$ cat config.mk
export PLATFORM = sky130hd
export DESIGN_NAME = dom_compare
export DESIGN_NICKNAME = d
export VERILOG_FILES = /design/src/rtl/dom_compare.sv
export SDC_FILE = /design/constraint.sdc
export NUM_CORES = 1
export LEC_CHECK = 0
export BUFFER_PORTS_ARGS = -buffer_cell sky130_fd_sc_hd__buf_2
export CORE_ASPECT_RATIO = 1.5
export CORE_MARGIN = 3
export CORE_UTILIZATION = 45
export DETAILED_ROUTE_END_ITERATION = 7
export GPL_TIMING_DRIVEN = 0
export PLACE_DENSITY_LB_ADDON = 0.25
export REMOVE_ABC_BUFFERS = 1
export SYNTH_ARGS = -nofsm -noshare
export SYNTH_HDL_FRONTEND = slang
export SYNTH_SLANG_ARGS = --single-unit
$ cat constraint.sdc
create_clock -name clk -period 3.59 [get_ports clk]
set_clock_uncertainty 0.2 [all_clocks]
set_input_delay 0.1795 -clock clk [delete_from_list [all_inputs] [get_ports clk]]
set_output_delay 0.1795 -clock clk [all_outputs]
set_load 0.01 [all_outputs]
$ cat src/rtl/dom_compare.sv
module dom_compare #(
  parameter int N_OBJ  = 3,
  parameter int OBJ_W  = 16,
  parameter int VIOL_W = 16
) (
  input  logic                   clk,
  input  logic                   rst_n,
  input  logic                   req_valid,
  output logic                   req_ready,
  input  logic [N_OBJ*OBJ_W-1:0] a_obj,
  input  logic [N_OBJ*OBJ_W-1:0] b_obj,
  input  logic [VIOL_W-1:0]      a_viol,
  input  logic [VIOL_W-1:0]      b_viol,
  output logic                   res_valid,
  output logic                   a_wins,
  output logic                   b_wins
);
  localparam int IW = (N_OBJ > 1) ? $clog2(N_OBJ) : 1;
  localparam logic [IW-1:0] LAST = IW'(N_OBJ - 1);

  logic                   busy;
  logic [IW-1:0]          idx;
  logic [N_OBJ*OBJ_W-1:0] a_q, b_q;
  logic                   worse, better;
  logic [OBJ_W-1:0]       a_arr [N_OBJ];
  logic [OBJ_W-1:0]       b_arr [N_OBJ];

  for (genvar k = 0; k < N_OBJ; k++) begin : g_slice
    assign a_arr[k] = a_q[k*OBJ_W +: OBJ_W];
    assign b_arr[k] = b_q[k*OBJ_W +: OBJ_W];
  end

  wire accept = req_valid && req_ready;
  wire a_feas = (a_viol == '0);
  wire b_feas = (b_viol == '0);
  wire [OBJ_W-1:0] ca = a_arr[idx];
  wire [OBJ_W-1:0] cb = b_arr[idx];
  wire nxt_worse  = worse  | (ca > cb);
  wire nxt_better = better | (ca < cb);
  wire scan_end   = (idx == LAST) || (nxt_worse && nxt_better);

  assign req_ready = !busy;

  always_ff @(posedge clk) begin
    if (!rst_n) begin
      busy <= 1'b0; idx <= '0; worse <= 1'b0; better <= 1'b0;
      a_q <= '0; b_q <= '0;
      res_valid <= 1'b0; a_wins <= 1'b0; b_wins <= 1'b0;
    end else if (busy) begin
      worse  <= nxt_worse;
      better <= nxt_better;
      idx    <= idx + 1'b1;
      if (scan_end) begin
        busy      <= 1'b0;
        res_valid <= 1'b1;
        a_wins    <= nxt_better && !nxt_worse;
        b_wins    <= nxt_worse && !nxt_better;
      end
    end else if (accept) begin
      a_q <= a_obj; b_q <= b_obj;
      idx <= '0; worse <= 1'b0; better <= 1'b0;
      if (a_feas && b_feas) begin
        busy <= 1'b1; res_valid <= 1'b0; a_wins <= 1'b0; b_wins <= 1'b0;
      end else begin
        res_valid <= 1'b1;
        if (a_feas != b_feas) begin
          a_wins <= a_feas; b_wins <= b_feas;
        end else begin
          a_wins <= a_viol < b_viol; b_wins <= b_viol < a_viol;
        end
      end
    end
  end

  p_excl_r5: assert property (@(posedge clk) disable iff (!rst_n)
    !(a_wins && b_wins));
  p_feas_r2: assert property (@(posedge clk) disable iff (!rst_n)
    accept && a_feas && !b_feas |=> res_valid && a_wins && !b_wins);
  p_infeas_r3: assert property (@(posedge clk) disable iff (!rst_n)
    accept && !a_feas && !b_feas && (a_viol == b_viol) |=> res_valid && !a_wins && !b_wins);
  p_hold_r9: assert property (@(posedge clk) disable iff (!rst_n)
    res_valid && !accept |=> res_valid && $stable(a_wins) && $stable(b_wins));
  p_scan_r8: assert property (@(posedge clk) disable iff (!rst_n)
    $fell(req_ready) |-> !res_valid);
endmodule

---- After elaboration in Yosys (flattened, before gate mapping) ----
Cells that the tools add are included.
storage, ports and cells
  bits in registers ....................... 104
  bits of input ports ..................... 131
  output and inout port bits .............. 4
  logic and storage cells ................. 65
operators by class
  add/subtract/negate cells ............... 1
  $lt $le $gt $ge ......................... 5
  equality and inequality tests ........... 3
  muxes and demuxes ....................... 29
  bitwise operators ....................... 4
  reduce and logical (&&, ||, !) cells .... 14
operator list
  operator                                                                  number
  16-bit binary-select mux with 2-bit select                                2
  16-bit 2-to-1 mux                                                         4
  16-bit < comparator                                                       3
  16-bit logical NOT                                                        2
  1-bit 2-to-1 mux                                                          21
  16-bit greater-than comparator                                            1
  1-bit logical AND                                                         5
  2-bit 2-to-1 mux                                                          2
  2-bit AND reduction                                                       2
  3-bit >= comparator (second input constant)                               1
  1-bit logical NOT                                                         3
  2-bit inverter with 3-bit output                                          1
  2-bit by 1-bit adder with 2-bit output (second input constant)            1
  2-bit equality test (second input constant)                               1
  2-bit by 1-bit inequality test with 1-bit output (second input constant)  1
  1-bit bitwise OR                                                          2
  2-bit nonzero test                                                        1
  1-bit logical OR                                                          1
  1-bit inequality test                                                     1
  1-bit inverter                                                            1

---- Depth between registers and ports, before layout ----
  depth after elaboration ................. 10
  gate-level depth with buffers ........... 12
  mapped depth without buffers ............ 10

---- Worst setup path after synthesis ----
Ideal clock, no wire load.
  path type ............................... flip-flop to flip-flop
  from .................................... register idx[0]
  to ...................................... register res_valid
  library setup time ...................... 116 ps
  arrival time ............................ 3155 ps
  data required time ...................... 3274 ps
  path slack .............................. 119 ps
  stages on the path, launching flop included .. 13
  buffers on the path ..................... 4
  clock period less this slack ............ 3471 ps
  cells stage by stage .................... dfxtp_1 clkbuf_1 buf_2 clkbuf_1 clkbuf_1 o22ai_1 ha_1 a21o_1 a21oi_2 o211ai_2 or4b_4 and3_4 o211a_1
between the ends
  word-level cells in the longest chain between the ends .. 10
  elaborated cells on any way between the ends .. 16
  classes of those cells .................. order compare (2); eq/ne (2); mux (6); bitwise (3); reduce/logical (3)
ends and longest elaborated chain
  item                                                                          line    text
  start: declaration                                                            22      logic [IW-1:0] idx;
  start signal: assignment                                                      52      idx <= idx + 1'b1;
  2-bit inverter with 3-bit output (implied by the code)                        36, 37
  16-bit binary-select mux with 2-bit select, on equally long branches          36, 37
  16-bit 2-to-1 mux, on equally long branches (2 in a row)                      36, 37
  16-bit greater-than comparator / 16-bit < comparator (equally long branches)  38, 39
  1-bit bitwise OR, on equally long branches                                    38, 39
  1-bit logical AND                                                             40      wire scan_end = (idx == LAST) || (nxt_worse && nxt_better);
  1-bit logical OR (*)                                                          40
  2-bit by 1-bit inequality test with 1-bit output (no source line) (*)         --
  2-bit AND reduction (no source line) (*)                                      --
  end signal: assignment                                                        48      res_valid <= 1'b0; a_wins <= 1'b0; b_wins <= 1'b0;
  end signal: assignment                                                        55      res_valid <= 1'b1;
  end signal: assignment                                                        63      busy <= 1'b1; res_valid <= 1'b0; a_wins <= 1'b0; b_wins <= 1'b0;
  end: declaration                                                              14      output logic res_valid,
Every way passes the cells marked *; elsewhere a longest branch is shown, timed or not. The select of a mux whose other input is x is not followed.
A chain may end at the register's enable or synchronous reset.

---- Final worst setup path ----
Ends and elaborated chain as after synthesis.

==> out/metrics.cfg <==
[power]
powerDensity_mw_per_mm2=358.7
peakVddDrop_mv=0.2466
leakage_nw=3.150

[global_routing]
grt_overflow=0
grt_pass1_wl_um=22690
grt_usage=0.2146
first_global_vias=5183
antenna_found_initial=0
grt_max_degree=59

[worst_setup_path]
slowest_stage=or4b_4
path_buf_inv=1
cp-start-kind=flip-flop
worstSetupPathType=reg2reg
cpPeakStageDelay_ns=0.58
ff2ff_path_depth=11
path_depth=11
critPathRequiredTime_ns=3.63
cp_max_fo=32
cp_top_family=compound AO/OA/AOI/OAI gates
ff2ff_setup_slack_ns=0.23
path_cells=buf_12 > mux2i_1 > nor2_1 > a31oi_1 > ha_1 > a21oi_1 > a2bb2oi_1 > o211ai_2 > or4b_4 > and3_4 > o211a_1
cp-end-kind=flip-flop
critical_path_arrival_ns=3.40

[detailed_routing]
dr.pass1.iters=6
wl_per_cell_um=13.72
num_vias=5449
drtIter0Drc=210
drc_errors=0
routed_wl_um=14340
viasPerCell=5.214
drtAntennaViolNets=0

[clock_network]
cts_tree=yes
root_buffer=clkbuf_16
postCtsSetupBuffers=0
cts_sinks=104
htreeDepth=3
clockBufferDepth=2
cts_buffers=9
clkLatencyLatePin_ns=0.35
cts.reportedPaths.clkPinSlew_ns=0.07

[final_layout]
finish.utilization=0.6542
antennaDiodeCount=0
nNetsFinal=1058
area_growth_pct=39.77
stdcell_count=1045
drive_above_1_share=0.1904

[logic_synthesis]
synth_area_leaders=dfxtp_1 (40%), nand2_1 (16%), a21oi_1 (11%)
async_flop_share=0
ys_seq_area_frac=0.3960
avgSynthCellArea_um2=7.598
synthTopCellsByCount=nand2_1 (222), a21oi_1 (111), dfxtp_1 (104), clkbuf_1 (39), ha_1 (34)
ys_seq_elements=104
ys_types=47
yosysMostFrequentCell=nand2_1
synth_edf_count=0
synth_top_area_cell=dfxtp_1
synth_top_area_share=0.3960
synthCells=692
synth_area_mm2=0.005258
synth_ff_type=dfxtp_1
yosysWarningCount=0

[floorplan]
die_h_um=138.4
die_w_um=94.26
die-area_mm2=0.01304
core_area_mm2=0.01123
row_count=47
start_util=0.4681
pin_count=135

[placement]
dpl.cell_count=932
dpl.hpwl_um=9345
routabilityCongestion=0.8394
portBuffers=134

[timing]
report.final.slew_viol_count=0
period_minus_slack_ns=3.361
fmax_ghz=0.2975
holdWs_ns=0.009170
tightest_slew_ns=0.7545
hold_violations=0
fin_crit_sh=0.9362
max_slew_margin=0.4960
rsz0062_at_grt=no
finalSetupViolCount=0

[hold_path]
hold_path.class=in2reg
hold_depth=3

[job]
drv_cap=0

[outcome]
status=complete, no violations

[routing by layer]
layer	global-route usage	up-vias	wire, um
met3	0.04130	35	768
met4	0.09589	0	465
met1	0.2472	2469	5711
li1	-	2778	-
met2	0.3769	167	7394
met5	0	-	0
[stage by stage]
stage	setup TNS, ns	instance area (um^2)	setup slack [ns]	total power [mW]
3_3_place_gp	-219.84	5926	-2.605	1.618
2_1_floorplan	-55.34	5071	-1.074	1.483
6_report	0	7348	0.2289	2.636
4_1_cts	0	7347	0.01000	2.667
3_5_place_dp	-1.926	6081	-0.4832	1.636
5_1_grt	0	7348	0.04685	2.764
[power breakdown]
part | internal, mW | switching [mW]
combinational | 0.236 | 0.211
sequential | 1.22 | 0.0296
clock | 0.499 | 0.445
total | 1.95 | 0.686
[flip-flops by register name (all words and copies together), names as in the netlist]
name and flops:
a_q 48, worse 1, busy 1, idx 2, b_q 48, res_valid 1, better 1, a_wins 1
b_wins 1
[cell type report]
class,instances,area (um^2)
fillers,949,3884
multi-input cells,518,2918
flip-flops and latches,104,2087
repair buffers,237,1777
clock buffers,10,239.0
well taps,147,183.9
inverters,23,91.34
clock inverters,6,52.55
[cells by family after synthesis]
| family | share of synthesized area |
|---|---|
| mux | 0.06307 |
| compound gates | 0.1859 |
| simple gates | 0.2223 |
| fa+ha+maj | 0.08091 |
| buf+inv | 0.05188 |
| flops | 0.3960 |
[path summary, 6_finish.rpt]
kind | startpoint | to
worst max-delay path | idx[0]$_SDFFE_PN0P_ | res_valid$_SDFFE_PN0P_
worst min register to register | b_q[20]$_SDFFE_PN0P_ | b_q[20]$_SDFFE_PN0P_
worst max register to register | idx[0]$_SDFFE_PN0P_ | res_valid$_SDFFE_PN0P_
worst min-delay path | req_valid | idx[1]$_SDFFE_PN0P_
[layout by cell type (no fill, tap or decap), types with 2 or more instances in the layout]
master	n
and4_1	2
a21oi_1	111
a31oi_1	19
clkinv_4	2
nand3_1	4
o211ai_1	2
buf_2	134
nor4_1	8
dfxtp_1	102
clkbuf_16	9
a21o_1	2
nand4_1	5
a211oi_2	2
mux2i_1	32
nand2b_1	3
nand2_1	221
nor2_1	22
clkinvlp_4	2
inv_4	2
ha_1	34
o211a_1	2
o21ai_0	4
buf_16	2
dlygate4sd3_1	97
buf_12	4
inv_1	21
nor3_1	4
nor2b_1	2
o22ai_1	16
[what timing repair did]
action,4_1_cts,5_1_grt
hold buffers,97,0
setup endpoints to repair,6,4
hold endpoints to repair,98,0
gates resized for setup,2,1
[worst min-delay path, cell delays in order]
cell,delay (ns)
buf_2,0.15
nand3b_1,0.12
a21oi_1,0.06
(Power assumes the default switching activity.)
